File: src/rtl/nic_irq_pkg.sv
package nic_irq_pkg;
   typedef enum logic [3:0] {
      OP_IDLE  = 4'd0,
      OP_CSET  = 4'd1,
      OP_MSET  = 4'd2,
      OP_MCLR  = 4'd3,
      OP_CW1C  = 4'd4,
      OP_CRD   = 4'd5,
      OP_ECSET = 4'd6,
      OP_EMSET = 4'd7,
      OP_EMCLR = 4'd8,
      OP_ECCLR = 4'd9
   } irq_op_e;
endpackage

File: src/rtl/nic_irq_lower.sv
module nic_irq_lower
   import nic_irq_pkg::*;
#(
   parameter int CW         = 32,
   parameter int NVEC       = 32,
   parameter int ASSERT_BIT = 31,
   parameter int OTHER_BIT  = 31
) (
   input  irq_op_e         op,
   input  logic [CW-1:0]   wdata,
   input  logic [NVEC-1:0] xmask,
   input  logic [CW-1:0]   automask,
   input  logic            vec_mode,
   input  logic            msix_on,
   input  logic            msi_on,
   input  logic            force_clr,
   input  logic [CW-1:0]   cause_i,
   input  logic [CW-1:0]   en_i,
   input  logic [NVEC-1:0] xcause_i,
   input  logic [NVEC-1:0] xen_i,
   output logic [CW-1:0]   cause_o,
   output logic [CW-1:0]   en_o,
   output logic [NVEC-1:0] xcause_o,
   output logic [NVEC-1:0] xen_o,
   output logic            rd_en,
   output logic            drop_irq
);
   logic clearing;
   logic quiet;

   assign clearing = op inside {OP_MCLR, OP_CW1C, OP_CRD, OP_EMCLR, OP_ECCLR};

   always_comb begin
      cause_o  = cause_i;
      en_o     = en_i;
      xcause_o = xcause_i;
      xen_o    = xen_i;
      rd_en    = 1'b0;
      case (op)
         OP_MCLR: en_o = en_i & ~wdata;
         OP_CW1C: begin
            // mask check sees the cause value before the write
            if (force_clr || ((|en_i) && cause_i[ASSERT_BIT]))
               en_o = en_i & ~automask;
            cause_o = cause_i & ~wdata;
         end
         OP_CRD: begin
            rd_en = 1'b1;
            if (force_clr || (en_i == '0) || !msix_on)
               cause_o = '0;
            // mask check sees the cause value after the read clear
            if (force_clr || ((|en_i) && cause_o[ASSERT_BIT]))
               en_o = en_i & ~automask;
         end
         OP_EMCLR: xen_o    = xen_i & ~(wdata[NVEC-1:0] & xmask);
         OP_ECCLR: xcause_o = xcause_i & ~(wdata[NVEC-1:0] & xmask);
         default: ;
      endcase
      quiet = clearing && ((cause_o & en_o) == '0) && !vec_mode;
      if (quiet)
         xcause_o[OTHER_BIT] = 1'b0;
      drop_irq = quiet && !msi_on && !msix_on;
   end
endmodule

File: src/rtl/nic_irq_raise.sv
module nic_irq_raise
   import nic_irq_pkg::*;
#(
   parameter int            CW        = 32,
   parameter int            NVEC      = 32,
   parameter int            RST_BIT   = 30,
   parameter int            OTHER_BIT = 31,
   parameter logic [CW-1:0] EN_VALID  = 32'h77D4_FBFD
) (
   input  irq_op_e         op,
   input  logic [CW-1:0]   wdata,
   input  logic [NVEC-1:0] xmask,
   input  logic [CW-1:0]   hw_cause,
   input  logic [NVEC-1:0] hw_ecause,
   input  logic            vec_mode,
   input  logic            msix_on,
   input  logic            msi_on,
   input  logic [15:0]     route_map,
   input  logic [CW-1:0]   cause_i,
   input  logic [CW-1:0]   en_i,
   input  logic [NVEC-1:0] xcause_i,
   input  logic [NVEC-1:0] xen_i,
   output logic [CW-1:0]   cause_o,
   output logic [CW-1:0]   en_o,
   output logic [NVEC-1:0] xcause_o,
   output logic [NVEC-1:0] xen_o,
   output logic [NVEC-1:0] vec_fire,
   output logic            msi_fire,
   output logic            irq_fire
);
   localparam int            VW       = (NVEC > 1) ? $clog2(NVEC) : 1;
   localparam logic [CW-1:0] RST_MASK = CW'(1) << RST_BIT;

   logic [1:0][NVEC-1:0] hit;

   for (genvar s = 0; s < 2; s++) begin : g_slot
      wire [7:0] ab = route_map[8*s +: 8];
      assign hit[s] = (ab[7] && ({1'b0, ab[4:0]} < 6'(NVEC)))
                      ? (NVEC'(1) << ab[VW-1:0]) : '0;
   end

   logic [CW-1:0]   old_p, fresh, lset, mset;
   logic [NVEC-1:0] old_x, xset, xmset, route;

   always_comb begin
      lset  = hw_cause | ((op == OP_CSET) ? wdata : '0);
      mset  = (op == OP_MSET) ? (wdata & EN_VALID) : '0;
      xset  = hw_ecause | ((op == OP_ECSET) ? (wdata[NVEC-1:0] & xmask) : '0);
      xmset = (op == OP_EMSET) ? (wdata[NVEC-1:0] & xmask) : '0;
      old_p = cause_i & en_i;
      old_x = xcause_i & xen_i;
      cause_o  = cause_i | lset;
      en_o     = en_i | mset;
      xen_o    = xen_i | xmset;
      xcause_o = xcause_i | xset;
      fresh    = cause_o & en_o & ~old_p;
      route    = '0;
      vec_fire = '0;
      msi_fire = 1'b0;
      irq_fire = 1'b0;
      if (vec_mode) begin
         if (fresh[RST_BIT])
            route = route | hit[0];
         if (|(fresh & ~RST_MASK))
            route = route | hit[1];
         xcause_o = xcause_o | route;
         vec_fire = xcause_o & xen_o & ~old_x;
      end else if (|fresh) begin
         xcause_o[OTHER_BIT] = 1'b1;
         if (fresh[RST_BIT])
            xcause_o[RST_BIT] = 1'b1;
         if (msix_on)
            vec_fire[0] = 1'b1;
         else if (msi_on)
            msi_fire = 1'b1;
         else
            irq_fire = 1'b1;
      end
   end
endmodule

File: src/rtl/nic_irq_notifier.sv
module nic_irq_notifier
   import nic_irq_pkg::*;
#(
   parameter int              CW          = 32,
   parameter int              NVEC        = 32,
   parameter int              RST_BIT     = 30,
   parameter int              ASSERT_BIT  = 31,
   parameter int              OTHER_BIT   = 31,
   parameter logic [CW-1:0]   EN_VALID    = 32'h77D4_FBFD,
   parameter logic [NVEC-1:0] XMASK_VEC   = 32'h01FF_FFFF,
   parameter logic [NVEC-1:0] XMASK_SINGLE = 32'hC000_017F
) (
   input  logic            clk,
   input  logic            rst_n,
   input  logic [3:0]      sw_op,
   input  logic [CW-1:0]   sw_wdata,
   input  logic [CW-1:0]   hw_cause,
   input  logic [NVEC-1:0] hw_ecause,
   input  logic            vec_mode,
   input  logic            msix_on,
   input  logic            msi_on,
   input  logic            force_clr,
   input  logic [15:0]     route_map,
   input  logic [CW-1:0]   automask,
   output logic [CW-1:0]   cause,
   output logic [CW-1:0]   cause_en,
   output logic [NVEC-1:0] xcause,
   output logic [NVEC-1:0] xcause_en,
   output logic [CW-1:0]   rd_data,
   output logic [NVEC-1:0] vec_notify,
   output logic            msi_pulse,
   output logic            irq_level
);
   if (NVEC < 2 || NVEC > 32 || NVEC > CW) begin : g_bad_nvec
      $error("NVEC must lie in 2..32 and not exceed CW");
   end
   if (RST_BIT >= CW || ASSERT_BIT >= CW || RST_BIT >= NVEC || OTHER_BIT >= NVEC) begin : g_bad_bit
      $error("cause bit positions out of range");
   end

   irq_op_e         op;
   logic [NVEC-1:0] xmask;
   logic [CW-1:0]   c_l, e_l, c_r, e_r;
   logic [NVEC-1:0] x_l, xe_l, x_r, xe_r, vfire;
   logic            rd_en, drop_irq, mfire, ifire;

   assign op    = irq_op_e'(sw_op);
   assign xmask = vec_mode ? XMASK_VEC : XMASK_SINGLE;

   nic_irq_lower #(.CW(CW), .NVEC(NVEC), .ASSERT_BIT(ASSERT_BIT), .OTHER_BIT(OTHER_BIT)) u_lower (
      .op(op), .wdata(sw_wdata), .xmask(xmask), .automask(automask),
      .vec_mode(vec_mode), .msix_on(msix_on), .msi_on(msi_on), .force_clr(force_clr),
      .cause_i(cause), .en_i(cause_en), .xcause_i(xcause), .xen_i(xcause_en),
      .cause_o(c_l), .en_o(e_l), .xcause_o(x_l), .xen_o(xe_l),
      .rd_en(rd_en), .drop_irq(drop_irq)
   );

   nic_irq_raise #(.CW(CW), .NVEC(NVEC), .RST_BIT(RST_BIT), .OTHER_BIT(OTHER_BIT),
                   .EN_VALID(EN_VALID)) u_raise (
      .op(op), .wdata(sw_wdata), .xmask(xmask), .hw_cause(hw_cause), .hw_ecause(hw_ecause),
      .vec_mode(vec_mode), .msix_on(msix_on), .msi_on(msi_on), .route_map(route_map),
      .cause_i(c_l), .en_i(e_l), .xcause_i(x_l), .xen_i(xe_l),
      .cause_o(c_r), .en_o(e_r), .xcause_o(x_r), .xen_o(xe_r),
      .vec_fire(vfire), .msi_fire(mfire), .irq_fire(ifire)
   );

   always_ff @(posedge clk or negedge rst_n) begin
      if (!rst_n) begin
         cause      <= '0;
         cause_en   <= '0;
         xcause     <= '0;
         xcause_en  <= '0;
         rd_data    <= '0;
         vec_notify <= '0;
         msi_pulse  <= 1'b0;
         irq_level  <= 1'b0;
      end else begin
         cause      <= c_r;
         cause_en   <= e_r;
         xcause     <= x_r;
         xcause_en  <= xe_r;
         vec_notify <= vfire;
         msi_pulse  <= mfire;
         if (rd_en)
            rd_data <= cause;
         if (ifire)
            irq_level <= 1'b1;
         else if (drop_irq)
            irq_level <= 1'b0;
      end
   end
endmodule

File: config.mk
export PLATFORM = sky130hd
export DESIGN_NAME = nic_irq_notifier
export DESIGN_NICKNAME = d
export VERILOG_FILES = /design/src/rtl/nic_irq_pkg.sv /design/src/rtl/nic_irq_lower.sv /design/src/rtl/nic_irq_raise.sv /design/src/rtl/nic_irq_notifier.sv
export SDC_FILE = /design/constraint.sdc
export NUM_CORES = 1
export LEC_CHECK = 0
export ABC_AREA = 1
export ABC_CLOCK_PERIOD_IN_PS = 2300
export CAP_MARGIN = 5
export CORE_MARGIN = 3
export CORE_UTILIZATION = 25
export CTS_CLUSTER_DIAMETER = 50
export CTS_CLUSTER_SIZE = 24
export DETAILED_ROUTE_END_ITERATION = 10
export DONT_BUFFER_PORTS = 1
export PLACE_DENSITY_LB_ADDON = 0.15
export SETUP_SLACK_MARGIN = 0.15
export SKIP_CTS_REPAIR_TIMING = 1
export SYNTH_ARGS = -nofsm -noshare
export SYNTH_HDL_FRONTEND = slang
export SYNTH_SLANG_ARGS = --single-unit
File: constraint.sdc
create_clock -name clk -period 2.3 [get_ports clk]
set_input_delay 0.345 -clock clk [delete_from_list [all_inputs] [get_ports clk]]
set_output_delay 0.345 -clock clk [all_outputs]
set_load 0.005 [all_outputs]
==> load_flow_metrics.sql <==
INSERT INTO impl_metrics (metric_group, metric, value, unit) VALUES
('timing', 'fin_worst_skew', '15.82', 'ps'),
('layout', 'filler_cell_count', '4510', ''),
('drt', 'vias_per_instance', '4.950', ''),
('power', 'p_switching', '0.002982', 'W'),
('timing', 'report.final.hold_viol_count', '184', ''),
('layout', 'syn2layout_area_growth', '31.97', '%'),
('clock_network', 'tritoncts', 'built', ''),
('die', 'chipHeight', '212.5', 'microns'),
('power', 'static_leak', '6.483', 'nW'),
('global_route', 'vias_in_the_first_global_route', '10640', ''),
('timing', 'maxSlewViolCount', '0', ''),
('power', 'vdd_ir_drop_max', '537.2', 'uV'),
('critical_path', 'timing.critical_path.from_type', 'register', ''),
('critical_path', 'timing.critical_path.arrival', '3470', 'ps'),
('timing', 'worst_max_slew_pin_slew', '637.8', 'ps'),
('timing', 'final.min_clock_period', '3100', 'ps'),
('timing', 'hold-worst-slack', '-457.5', 'ps'),
('flow_run', 'cap_violations', '0', ''),
('clock_network', 'latest_clock_arrival_within_the_worst_skew_pair', '500', 'ps'),
('logic_synthesis', 'sequential_fraction_of_the_synthesis_area', '43.19', '%'),
('timing', 'max-slew-margin-rel', '57.38', '%'),
('layout', 'mostFrequentLayoutCell', 'sky130_fd_sc_hd__nand2_1', ''),
('power', 'sw_frac_of_total', '32.99', '%'),
('power', 'finalPower', '0.009040', 'W'),
('clock_network', 'cts-htree-levels', '4', ''),
('power', 'internal-power', '0.006058', 'W'),
('drt', 'dr_total_vias', '10950', ''),
('timing', 'totalNegativeSetupSlack', '-43910', 'ps'),
('placed_design', 'dp_worst_setup_slack', '-1457', 'ps'),
('layout', 'share_of_cells_above_drive_strength_1', '21.08', '%'),
('drt', 'wl_per_cell', '23.71', 'microns'),
('critical_path', 'worst-r2r-cell-count', '21', ''),
('critical_path', 'worst_r2r_startpoint', 'cause_en[8]$_DFF_PN0_', ''),
('logic_synthesis', 'synth_cell_types', '44', ''),
('timing', 'max_freq', '322.6', 'MHz'),
('logic_synthesis', 'synthesis.yosys.warnings', '0', ''),
('timing', 'timing.final.ws_setup', '-800.2', 'ps'),
('timing', 'setup-violations-final', '61', ''),
('power', 'pwr-share-clk', '33.8', '%'),
('power', 'comb_power_share', '22.2', '%'),
('status', 'outcome', 'complete, but fails checks', ''),
('drt', 'detailedRoute.firstPassIterationCount', '8', ''),
('logic_synthesis', 'postSynth.topFlopCell', 'sky130_fd_sc_hd__dfrtp_1', ''),
('clock_network', 'cts-root-to-sink-buffers', '2', ''),
('logic_synthesis', 'netlist_area', '10660', 'sq um'),
('timing', 'post-route-period-util', '134.8', '%'),
('power', 'power.density_cell_area', '642.5', 'nW/um^2'),
('die', 'die_area', '45160', 'sq um'),
('layout', 'commonest_cells_after_routing_fill_and_taps_aside', '440 x sky130_fd_sc_hd__nand2_1, 184 x sky130_fd_sc_hd__dfrtp_1, 177 x sky130_fd_sc_hd__buf_4', ''),
('die', 'die_width', '212.5', 'microns'),
('power', 'seq_power_share', '44.1', '%'),
('hold_path', 'hp-class', 'in2async', ''),
('critical_path', 'critPathMaxFanout', '8', ''),
('die', 'io_pins', '348', ''),
('drt', 'detailedRoute.firstIterationViolations', '871', ''),
('critical_path', 'setup.reg_to_reg.worst_slack', '-800', 'ps'),
('status', 'violations_in_the_final_reports', 'negative hold slack, negative setup slack', ''),
('logic_synthesis', 'edff_count_synth', '0', ''),
('drt', 'final_antenna_net_count', '0', ''),
('die', 'core-area', '42040', 'sq um'),
('clock_network', 'numCtsBuffers', '17', ''),
('logic_synthesis', 'asyncSetResetFlopFracSynth', '100.0', '%'),
('placed_design', 'dpl_wire_length', '39040', 'microns'),
('placed_design', 'globalplace.congestion', '0.8332', ''),
('critical_path', 'end_kind', 'register', ''),
('critical_path', 'critPathRequiredTime', '2670', 'ps'),
('clock_network', 'cts_num_sinks', '184', ''),
('layout', 'layout.nets', '1811', ''),
('die', 'row_count', '75', ''),
('global_route', 'grt_start_max_net_pins', '185', ''),
('critical_path', 'worstReg2RegEnd', 'xcause[25]$_DFF_PN0_', '');
[final cells by class]
type | instances | area, sq um | area share [%]
Multi-Input combinational cell | 1128 | 5674 | 40.33
Sequential cell | 184 | 4604 | 32.73
Timing Repair Buffer | 236 | 2198 | 15.62
Tap cell | 539 | 674.4 | 4.793
Clock buffer | 22 | 474.2 | 3.370
Inverter | 90 | 342.8 | 2.437
Clock inverter | 10 | 93.84 | 0.6670
Antenna cell | 3 | 7.507 | 0.05336
[cell families after synthesis]
kind of cell    synth area share [%]
compound gates                 17.65
buf+inv                        7.018
flops                          43.19
other cells                  0.03517
simple gates                   32.11
[worst max-delay path by stage]
stage | start | end | slack (ps)
detailed placement | cause_en[30]$_DFF_PN0_ | vec_notify[3]$_DFF_PN0_ | -1460
global route | cause_en[29]$_DFF_PN0_ | xcause[25]$_DFF_PN0_ | -960
floorplan | cause_en[0]$_DFF_PN0_ | vec_notify[16]$_DFF_PN0_ | -150
finish | cause_en[8]$_DFF_PN0_ | xcause[25]$_DFF_PN0_ | -800
global placement | cause_en[30]$_DFF_PN0_ | vec_notify[3]$_DFF_PN0_ | -1450
CTS | cause_en[30]$_DFF_PN0_ | vec_notify[3]$_DFF_PN0_ | -1480
[critical path, cell delays in order, from the launching register on]
cell                       delay, ps
sky130_fd_sc_hd__dfrtp_1         390
sky130_fd_sc_hd__nor2_1          170
sky130_fd_sc_hd__nand2_1         110
sky130_fd_sc_hd__nor2_1          130
sky130_fd_sc_hd__nand2_2         100
sky130_fd_sc_hd__o21ai_4         250
sky130_fd_sc_hd__buf_6           150
sky130_fd_sc_hd__buf_12          110
sky130_fd_sc_hd__buf_4           150
sky130_fd_sc_hd__a21boi_2         80
sky130_fd_sc_hd__nor2_1           80
sky130_fd_sc_hd__nand2_1          80
sky130_fd_sc_hd__nand3_1          90
sky130_fd_sc_hd__nand2_1          70
sky130_fd_sc_hd__nor2_2          180
sky130_fd_sc_hd__nand2_2          90
sky130_fd_sc_hd__nor2_4          110
sky130_fd_sc_hd__nand2_4         110
sky130_fd_sc_hd__buf_12          160
sky130_fd_sc_hd__buf_6           120
sky130_fd_sc_hd__a21boi_2        160
sky130_fd_sc_hd__o21ai_1          70
[cell usage after synthesis, types with 2 or more instances]
library cell	count	area share, %
sky130_fd_sc_hd__nand3b_1	6	0.42
sky130_fd_sc_hd__a21boi_0	8	0.56
sky130_fd_sc_hd__o21ai_1	9	0.42
sky130_fd_sc_hd__o21a_1	8	0.56
sky130_fd_sc_hd__a21oi_1	55	2.6
sky130_fd_sc_hd__o21ai_2	2	0.16
sky130_fd_sc_hd__a31oi_1	24	1.4
sky130_fd_sc_hd__nor4_1	4	0.23
sky130_fd_sc_hd__inv_2	3	0.11
sky130_fd_sc_hd__nand4_1	23	1.3
sky130_fd_sc_hd__o21ai_0	146	6.9
sky130_fd_sc_hd__buf_1	3	0.11
sky130_fd_sc_hd__inv_1	85	3.0
sky130_fd_sc_hd__nand3_1	121	5.7
sky130_fd_sc_hd__or2_2	5	0.29
sky130_fd_sc_hd__nor2_1	158	5.6
sky130_fd_sc_hd__nor3b_1	5	0.35
sky130_fd_sc_hd__nand2_1	460	16
sky130_fd_sc_hd__nor3_1	2	0.094
sky130_fd_sc_hd__buf_2	14	0.66
sky130_fd_sc_hd__o211ai_1	28	2.0
sky130_fd_sc_hd__o21bai_1	3	0.21
sky130_fd_sc_hd__a21boi_2	18	1.9
sky130_fd_sc_hd__clkbuf_1	46	1.6
sky130_fd_sc_hd__buf_4	13	0.92
sky130_fd_sc_hd__nor3b_2	8	0.94
sky130_fd_sc_hd__dfrtp_1	184	43
sky130_fd_sc_hd__and2_1	4	0.23
sky130_fd_sc_hd__a21boi_1	10	0.70
sky130_fd_sc_hd__buf_6	5	0.53
[flip-flops by register name, indices dropped and copies added (netlist names)]
signal	count
xcause	32
vec_notify	27
irq_level	1
cause_en	32
msi_pulse	1
xcause_en	27
rd_data	32
cause	32
[layer usage]
metal  wire length (microns)  global-route usage (%)  vias up
met5                       0                       0        -
met4                    1237                   7.181        0
met3                    4935                   9.222       70
met2                   25440                   37.43      419
met1                   20830                   26.62     5206
li1                        -                       -     5254
[stage by stage]
stage / utilization [%] / cell area, sq um / std cells / hold slack [ps]
floorplan: - / 10750 / 1483 / 49.41
global placement: 30.20 / 12700 / 2131 / 54.07
detailed placement: 30.20 / 12700 / 2131 / 53.83
CTS: 31.55 / 13270 / 2163 / -503.8
global route: 33.46 / 14060 / 2210 / -490.1
finish: 33.47 / 14070 / 2212 / -457.5
[power by group through the flow]
stage          Clock (W)  Combinational, W  Sequential (W)
2_1_floorplan          0           0.00104         0.00393
3_3_place_gp           0           0.00178         0.00406
3_5_place_dp           0           0.00178         0.00405
4_1_cts          0.00318           0.00180         0.00399
5_1_grt          0.00328           0.00224         0.00404
6_report         0.00305           0.00201         0.00398
Note: power is estimated with default switching activity, not from simulation.
